### src/rtl/cmdq_pkg.sv
package cmdq_pkg;
  localparam int DATA_W = 32;

  typedef enum logic [1:0] {
    SQ_IDLE  = 2'd0,
    SQ_FETCH = 2'd1,
    SQ_STORE = 2'd2
  } seq_state_t;

  localparam logic [1:0] REG_PFN      = 2'd0;
  localparam logic [1:0] REG_DOORBELL = 2'd1;
  localparam logic [1:0] REG_EVENT    = 2'd2;
  localparam logic [1:0] REG_STATUS   = 2'd3;

  localparam logic [DATA_W-1:0] CMD_OK         = 32'd1;
  localparam logic [DATA_W-1:0] CMD_BAD_OPCODE = 32'd2;

  // big-endian bus word <-> internal value
  function automatic logic [DATA_W-1:0] bswap32(input logic [DATA_W-1:0] v);
    return {v[7:0], v[15:8], v[23:16], v[31:24]};
  endfunction

  // stub executor: any nonzero opcode succeeds
  function automatic logic [DATA_W-1:0] exec_status(input logic [DATA_W-1:0] opc);
    return (opc == '0) ? CMD_BAD_OPCODE : CMD_OK;
  endfunction
endpackage

### src/rtl/cmdq_regs.sv
module cmdq_regs
  import cmdq_pkg::*;
#(
  parameter int PFN_W = 20
) (
  input  logic              clk,
  input  logic              rst_n,
  input  logic              mmio_we,
  input  logic [3:0]        mmio_addr,
  input  logic [DATA_W-1:0] mmio_wdata,
  input  logic [DATA_W-1:0] ev_cnt,
  input  logic              busy,
  output logic [PFN_W-1:0]  pfn,
  output logic [DATA_W-1:0] db_cnt,
  output logic              soft_rst,
  output logic [DATA_W-1:0] mmio_rdata
);
  logic [1:0]        sel;
  logic [DATA_W-1:0] wval;
  logic [PFN_W-1:0]  pfn_next;
  logic              pfn_wr;
  logic              db_wr;
  logic [DATA_W-1:0] rval;

  assign sel      = mmio_addr[3:2];
  assign wval     = bswap32(mmio_wdata);
  assign pfn_next = wval[PFN_W-1:0];
  assign pfn_wr   = mmio_we && (sel == REG_PFN);
  assign soft_rst = pfn_wr && (pfn_next == '0);
  assign db_wr    = mmio_we && (sel == REG_DOORBELL) && (pfn != '0);

  always_ff @(posedge clk) begin
    if (!rst_n) begin
      pfn    <= '0;
      db_cnt <= '0;
    end else begin
      if (pfn_wr) pfn <= pfn_next;
      if (soft_rst)   db_cnt <= '0;
      else if (db_wr) db_cnt <= wval;
    end
  end

  always_comb begin
    case (sel)
      REG_PFN:      rval = DATA_W'(pfn);
      REG_DOORBELL: rval = db_cnt;
      REG_EVENT:    rval = ev_cnt;
      default:      rval = {{(DATA_W-2){1'b0}}, busy, (pfn != '0)};
    endcase
  end

  assign mmio_rdata = bswap32(rval);
endmodule

### src/rtl/cmdq_exec.sv
module cmdq_exec
  import cmdq_pkg::*;
(
  input  logic              clk,
  input  logic              rst_n,
  input  logic              go,
  input  logic [DATA_W-1:0] opcode_be,
  output logic [DATA_W-1:0] status_q
);
  always_ff @(posedge clk) begin
    if (!rst_n)  status_q <= '0;
    else if (go) status_q <= exec_status(bswap32(opcode_be));
  end
endmodule

### src/rtl/cmdq_seq.sv
module cmdq_seq
  import cmdq_pkg::*;
#(
  parameter int PFN_W      = 20,
  parameter int PAGE_SHIFT = 12,
  parameter int SLOT_SHIFT = 6,
  parameter int STATUS_OFS = 4,
  localparam int ADDR_W     = PFN_W + PAGE_SHIFT,
  localparam int SLOT_IDX_W = PAGE_SHIFT - SLOT_SHIFT
) (
  input  logic              clk,
  input  logic              rst_n,
  input  logic              soft_rst,
  input  logic [PFN_W-1:0]  pfn,
  input  logic [DATA_W-1:0] db_cnt,
  input  logic              mem_ack,
  input  logic [DATA_W-1:0] status_q,
  output logic              mem_req,
  output logic              mem_we,
  output logic [ADDR_W-1:0] mem_addr,
  output logic [DATA_W-1:0] mem_wdata,
  output logic [DATA_W-1:0] ev_cnt,
  output logic              busy,
  output logic              fetch_done,
  output logic              cmd_done
);
  seq_state_t        state;
  logic [DATA_W-1:0] ev_inc;
  logic              has_work;

  function automatic logic [ADDR_W-1:0] slot_addr(input logic [PFN_W-1:0] frame,
                                                  input logic [DATA_W-1:0] cnt,
                                                  input logic [SLOT_SHIFT-1:0] ofs);
    return {frame, cnt[SLOT_IDX_W-1:0], ofs};
  endfunction

  assign ev_inc     = ev_cnt + 1'b1;
  assign busy       = (ev_cnt != db_cnt);
  assign has_work   = (pfn != '0) && busy;
  assign fetch_done = (state == SQ_FETCH) && mem_ack;
  assign cmd_done   = (state == SQ_STORE) && mem_ack;

  always_ff @(posedge clk) begin
    if (!rst_n || soft_rst) begin
      state  <= SQ_IDLE;
      ev_cnt <= '0;
    end else begin
      case (state)
        SQ_IDLE:  if (has_work) state <= SQ_FETCH;
        SQ_FETCH: if (mem_ack)  state <= SQ_STORE;
        SQ_STORE: if (mem_ack) begin
          ev_cnt <= ev_inc;
          state  <= (ev_inc != db_cnt) ? SQ_FETCH : SQ_IDLE;
        end
        default:  state <= SQ_IDLE;
      endcase
    end
  end

  assign mem_req   = (state != SQ_IDLE);
  assign mem_we    = (state == SQ_STORE);
  assign mem_addr  = slot_addr(pfn, ev_cnt,
                               mem_we ? SLOT_SHIFT'(STATUS_OFS) : '0);
  assign mem_wdata = bswap32(status_q);
endmodule

### src/rtl/cmdq_doorbell_eng.sv
module cmdq_doorbell_eng
  import cmdq_pkg::*;
#(
  parameter int PFN_W      = 20,
  parameter int PAGE_SHIFT = 12,
  parameter int SLOT_SHIFT = 6,
  parameter int STATUS_OFS = 4,
  localparam int ADDR_W    = PFN_W + PAGE_SHIFT
) (
  input  logic              clk,
  input  logic              rst_n,
  input  logic              mmio_we,
  input  logic [3:0]        mmio_addr,
  input  logic [31:0]       mmio_wdata,
  output logic [31:0]       mmio_rdata,
  output logic              mem_req,
  output logic              mem_we,
  output logic [ADDR_W-1:0] mem_addr,
  output logic [31:0]       mem_wdata,
  input  logic [31:0]       mem_rdata,
  input  logic              mem_ack
);
  logic [PFN_W-1:0]  pfn;
  logic [DATA_W-1:0] db_cnt;
  logic [DATA_W-1:0] ev_cnt;
  logic [DATA_W-1:0] status_q;
  logic              soft_rst;
  logic              busy;
  logic              fetch_done;
  logic              cmd_done;
  logic              pfn_zero;

  assign pfn_zero = (pfn == '0);

  cmdq_regs #(.PFN_W(PFN_W)) u_regs (
    .clk(clk), .rst_n(rst_n), .mmio_we(mmio_we), .mmio_addr(mmio_addr),
    .mmio_wdata(mmio_wdata), .ev_cnt(ev_cnt), .busy(busy), .pfn(pfn),
    .db_cnt(db_cnt), .soft_rst(soft_rst), .mmio_rdata(mmio_rdata)
  );

  cmdq_exec u_exec (
    .clk(clk), .rst_n(rst_n), .go(fetch_done), .opcode_be(mem_rdata),
    .status_q(status_q)
  );

  cmdq_seq #(
    .PFN_W(PFN_W), .PAGE_SHIFT(PAGE_SHIFT), .SLOT_SHIFT(SLOT_SHIFT),
    .STATUS_OFS(STATUS_OFS)
  ) u_seq (
    .clk(clk), .rst_n(rst_n), .soft_rst(soft_rst), .pfn(pfn), .db_cnt(db_cnt),
    .mem_ack(mem_ack), .status_q(status_q), .mem_req(mem_req), .mem_we(mem_we),
    .mem_addr(mem_addr), .mem_wdata(mem_wdata), .ev_cnt(ev_cnt), .busy(busy),
    .fetch_done(fetch_done), .cmd_done(cmd_done)
  );
endmodule

### config.mk
export PLATFORM = sky130hd
export DESIGN_NAME = cmdq_doorbell_eng
export DESIGN_NICKNAME = d
export VERILOG_FILES = /design/src/rtl/cmdq_pkg.sv /design/src/rtl/cmdq_regs.sv /design/src/rtl/cmdq_exec.sv /design/src/rtl/cmdq_seq.sv /design/src/rtl/cmdq_doorbell_eng.sv
export SDC_FILE = /design/constraint.sdc
export NUM_CORES = 1
export LEC_CHECK = 0
export BUFFER_PORTS_ARGS = -buffer_cell sky130_fd_sc_hd__buf_2
export CORE_MARGIN = 4
export CORE_UTILIZATION = 53
export DETAILED_ROUTE_END_ITERATION = 6
export GPL_ROUTABILITY_DRIVEN = 0
export PLACE_DENSITY = 0.82
export SLEW_MARGIN = 30
export SYNTH_ARGS = -nofsm -noshare
export SYNTH_HDL_FRONTEND = slang
export SYNTH_SLANG_ARGS = --single-unit
export TNS_END_PERCENT = 1
### constraint.sdc
create_clock -name clk -period 3.4 [get_ports clk]
set_clock_uncertainty 0.2 [all_clocks]
set_input_delay 0.34 -clock clk [delete_from_list [all_inputs] [get_ports clk]]
set_output_delay 0.34 -clock clk [all_outputs]
set_load 0.01 [all_outputs]
==> results.cfg <==
[place]
pre_cts_ws_ps = 489.2
hpwl_mm = 13.05
port_buffers = 132
placed_cell_area_um2 = 6365

[layout]
layout_commonest_cell = buf_2
final_cell_mix = 132 x buf_2, 94 x nand2_1, 88 x nor2_1
multi_input_area_um2 = 3628
seq_area_um2 = 1764
final_nets = 904
final_cell_area_um2 = 6623
drive_gt1_share_pct = 22.37
area_growth_pct = 14.22
antenna_cells = 0
utilization_pct = 63.02
fill_cells = 889

[logic_synthesis]
synth_fa_ha_area_share_pct = 0.2158
synth_top_family_by_area = simple AND/OR/NAND/NOR gates
yosysWarnings = 0
synth_simple_gate_area_share_pct = 27.36
synthArstFlopShare_pct = 0
synth_top_area_cell = dfxtp_1
post-synth-top-area-fraction_pct = 30.38
synth-compound-area-share_pct = 10.57
synth_edf_count = 0
avgSynthCellArea_um2 = 8.019
ys_types = 57
synth_xor_area_share_pct = 12.24
synth-seq-cells = 88
syn_area_um2 = 5798
ys_seq_area_share_pct = 30.38
yosys-top-cells-area = dfxtp_1 30%, mux2i_1 8.6%, xor2_1 6.6%
syn_inst = 723
synth_mux_area_share_pct = 9.603
synth_ff_type = dfxtp_1

[detailed_routing]
vias = 5672
antenna_left = 0
drcViolationCount = 0
wl_per_cell_um = 17.64
dr.pass1.iters = 5
wl_mm = 17.14
routed_via_density = 5.835
first_iter_violations = 499

[power_and_ir_drop]
p_int_w = 0.001488
leakage_nw = 3.083
p_comb_share_pct = 16.0
peakVddDrop_v = 0.0002185
switching_share_pct = 31.14
power.switching_w = 0.0006726
clkPwrFrac_pct = 33.2
pwr-share-seq_pct = 50.8
power_density_nw_per_um2 = 326.2

[setup_path]
cp-start-kind = flop
crit_required_ps = 2860
cp_cell_sequence = xor2_1 -> nor4_1 -> nand4_1 -> or4_1 -> mux4_2 -> buf_2
critPathMaxStageDelay_ps = 630
reg2reg_from = u_seq.ev_cnt[0]
critPathLaunch = u_seq.ev_cnt[5]
crit_type = reg2out
end_kind = output port
path_max_fanout = 11
slowest_stage = dfxtp_1
cp.arrival_ps = 2780

[global_route]
grt_max_degree = 33
grt_overflow = 0
grt_pass1_vias = 5313
antenna_found_initial = 0
grt_use_total_pct = 26.40
grt_pass1_wl_mm = 27.39

[floorplan]
die_area_um2 = 12680
io_pins = 170
die_w_um = 112.6
core_um2 = 10510
num_rows = 37
chipHeight_um = 112.6
initial_core_util_pct = 55.17

[clocking]
clockBufferDepth = 2
cts_htree_levels = 3
cts_tree = yes
cts.clk_slew.worst_paths_ps = 100
numClockSinks = 88
clockRootBuffer = clkbuf_8
numCtsBuffers = 9
clk_latency_ps = 370

[timing]
hold_ws_ps = 23.66
grt_setup_unrepaired = false
hold_viol = 0
layout_min_cycle_time_ps = 3316
setup_violations = 0
slew_viol_final = 0
slew_headroom_pct = 49.52
worst_slew_pin_slew_ps = 750.2
tns_ps = 0
max_freq_mhz = 301.5
setup_slack_ps = 83.53
min_period_over_period_pct = 97.54

[worst_hold_path]
hold_class = in2reg
hp-start = mmio_wdata[7]

[run_status]
status = finished, final reports clean

[flow_run]
maxCapViolCount = 0
==> metrics by stage <==
step                power (W)  instances
floorplan            0.001346        757
global placement     0.001447        949
detailed placement   0.001452        949
CTS                  0.002156        972
global route         0.002234        972
finish               0.002160        972
==> synthesized netlist by cell type, types with 3 or more instances <==
master,n
nand2_1,94
dfxtp_1,88
nor2_1,88
mux2i_1,50
buf_4,47
xor2_1,44
xnor2_1,37
nor4_1,33
clkbuf_1,32
o21ai_0,25
nand3_1,23
a21boi_0,21
nand4_1,18
a22o_1,12
buf_2,10
a21oi_1,9
and3_1,8
and4_1,8
and2_1,7
nor3_1,7
a211oi_1,6
a31oi_1,5
nand2b_1,4
nor2b_1,4
inv_1,3
==> sequential cells by signal (all words and copies together), names as in the netlist <==
signal           count
u_regs.db_cnt       32
u_seq.ev_cnt        32
u_regs.pfn          20
u_exec.status_q      2
u_seq.state          2
==> routing by layer <==
layer,vias to the layer above,global-route usage [%],share of wire (%)
li1,2650,-,-
met1,2631,36.53,43
met2,335,40.68,45
met3,56,4.367,8.4
met4,0,11.06,3.8
met5,-,0,0
==> power groups by stage <==
stage / registers (W) / clock network, W / logic (W)
finish: 0.00110 / 0.000717 / 0.000346
global route: 0.00110 / 0.000760 / 0.000373
CTS: 0.00110 / 0.000721 / 0.000340
detailed placement: 0.00112 / 0 / 0.000332
global placement: 0.00112 / 0 / 0.000328
floorplan: 0.00111 / 0 / 0.000238
==> worst max-delay path, delay by kind of cell (launching register included) <==
family	cells	cell delay, ps
AND/OR/NAND/NOR	3	940
XOR/XNOR	1	180
buffers and inverters	1	160
multiplexers	1	490
flip-flops	1	630
==> area by class of cell <==
type                            count  share of cell area, %
Tap cell                          136                  2.569
Multi-Input combinational cell    574                  54.79
Sequential cell                    88                  26.64
Clock inverter                      7                 0.9258
Clock buffer                        9                  1.870
Inverter                            3                 0.1700
Timing Repair Buffer              155                  13.04
==> timing repair <==
| item | 4_1_cts | 5_1_grt |
|---|---|---|
| setup buffers | 0 | 0 |
| hold buffers | 7 | 0 |
| gates resized for setup | 0 | 2 |
| hold endpoints to repair | 7 | 0 |
| setup endpoints to repair | 0 | 1 |
==> final timing paths <==
kind	endpoint	slack, ps	cells after the start
max	mmio_rdata[25]	80	6
min	u_regs.db_cnt[31]	20	3
max reg2reg	u_seq.state[0]	450	7
min reg2reg	u_exec.status_q[1]	300	2
==> kinds of logic after synthesis <==
family          after synthesis
compound gates               90
xor+xnor                     81
fa+ha+maj                     1
buf+inv                      95
flops                        88
mux                          53
other cells                   1
simple gates                314
Note: power is estimated with default switching activity, not from simulation.
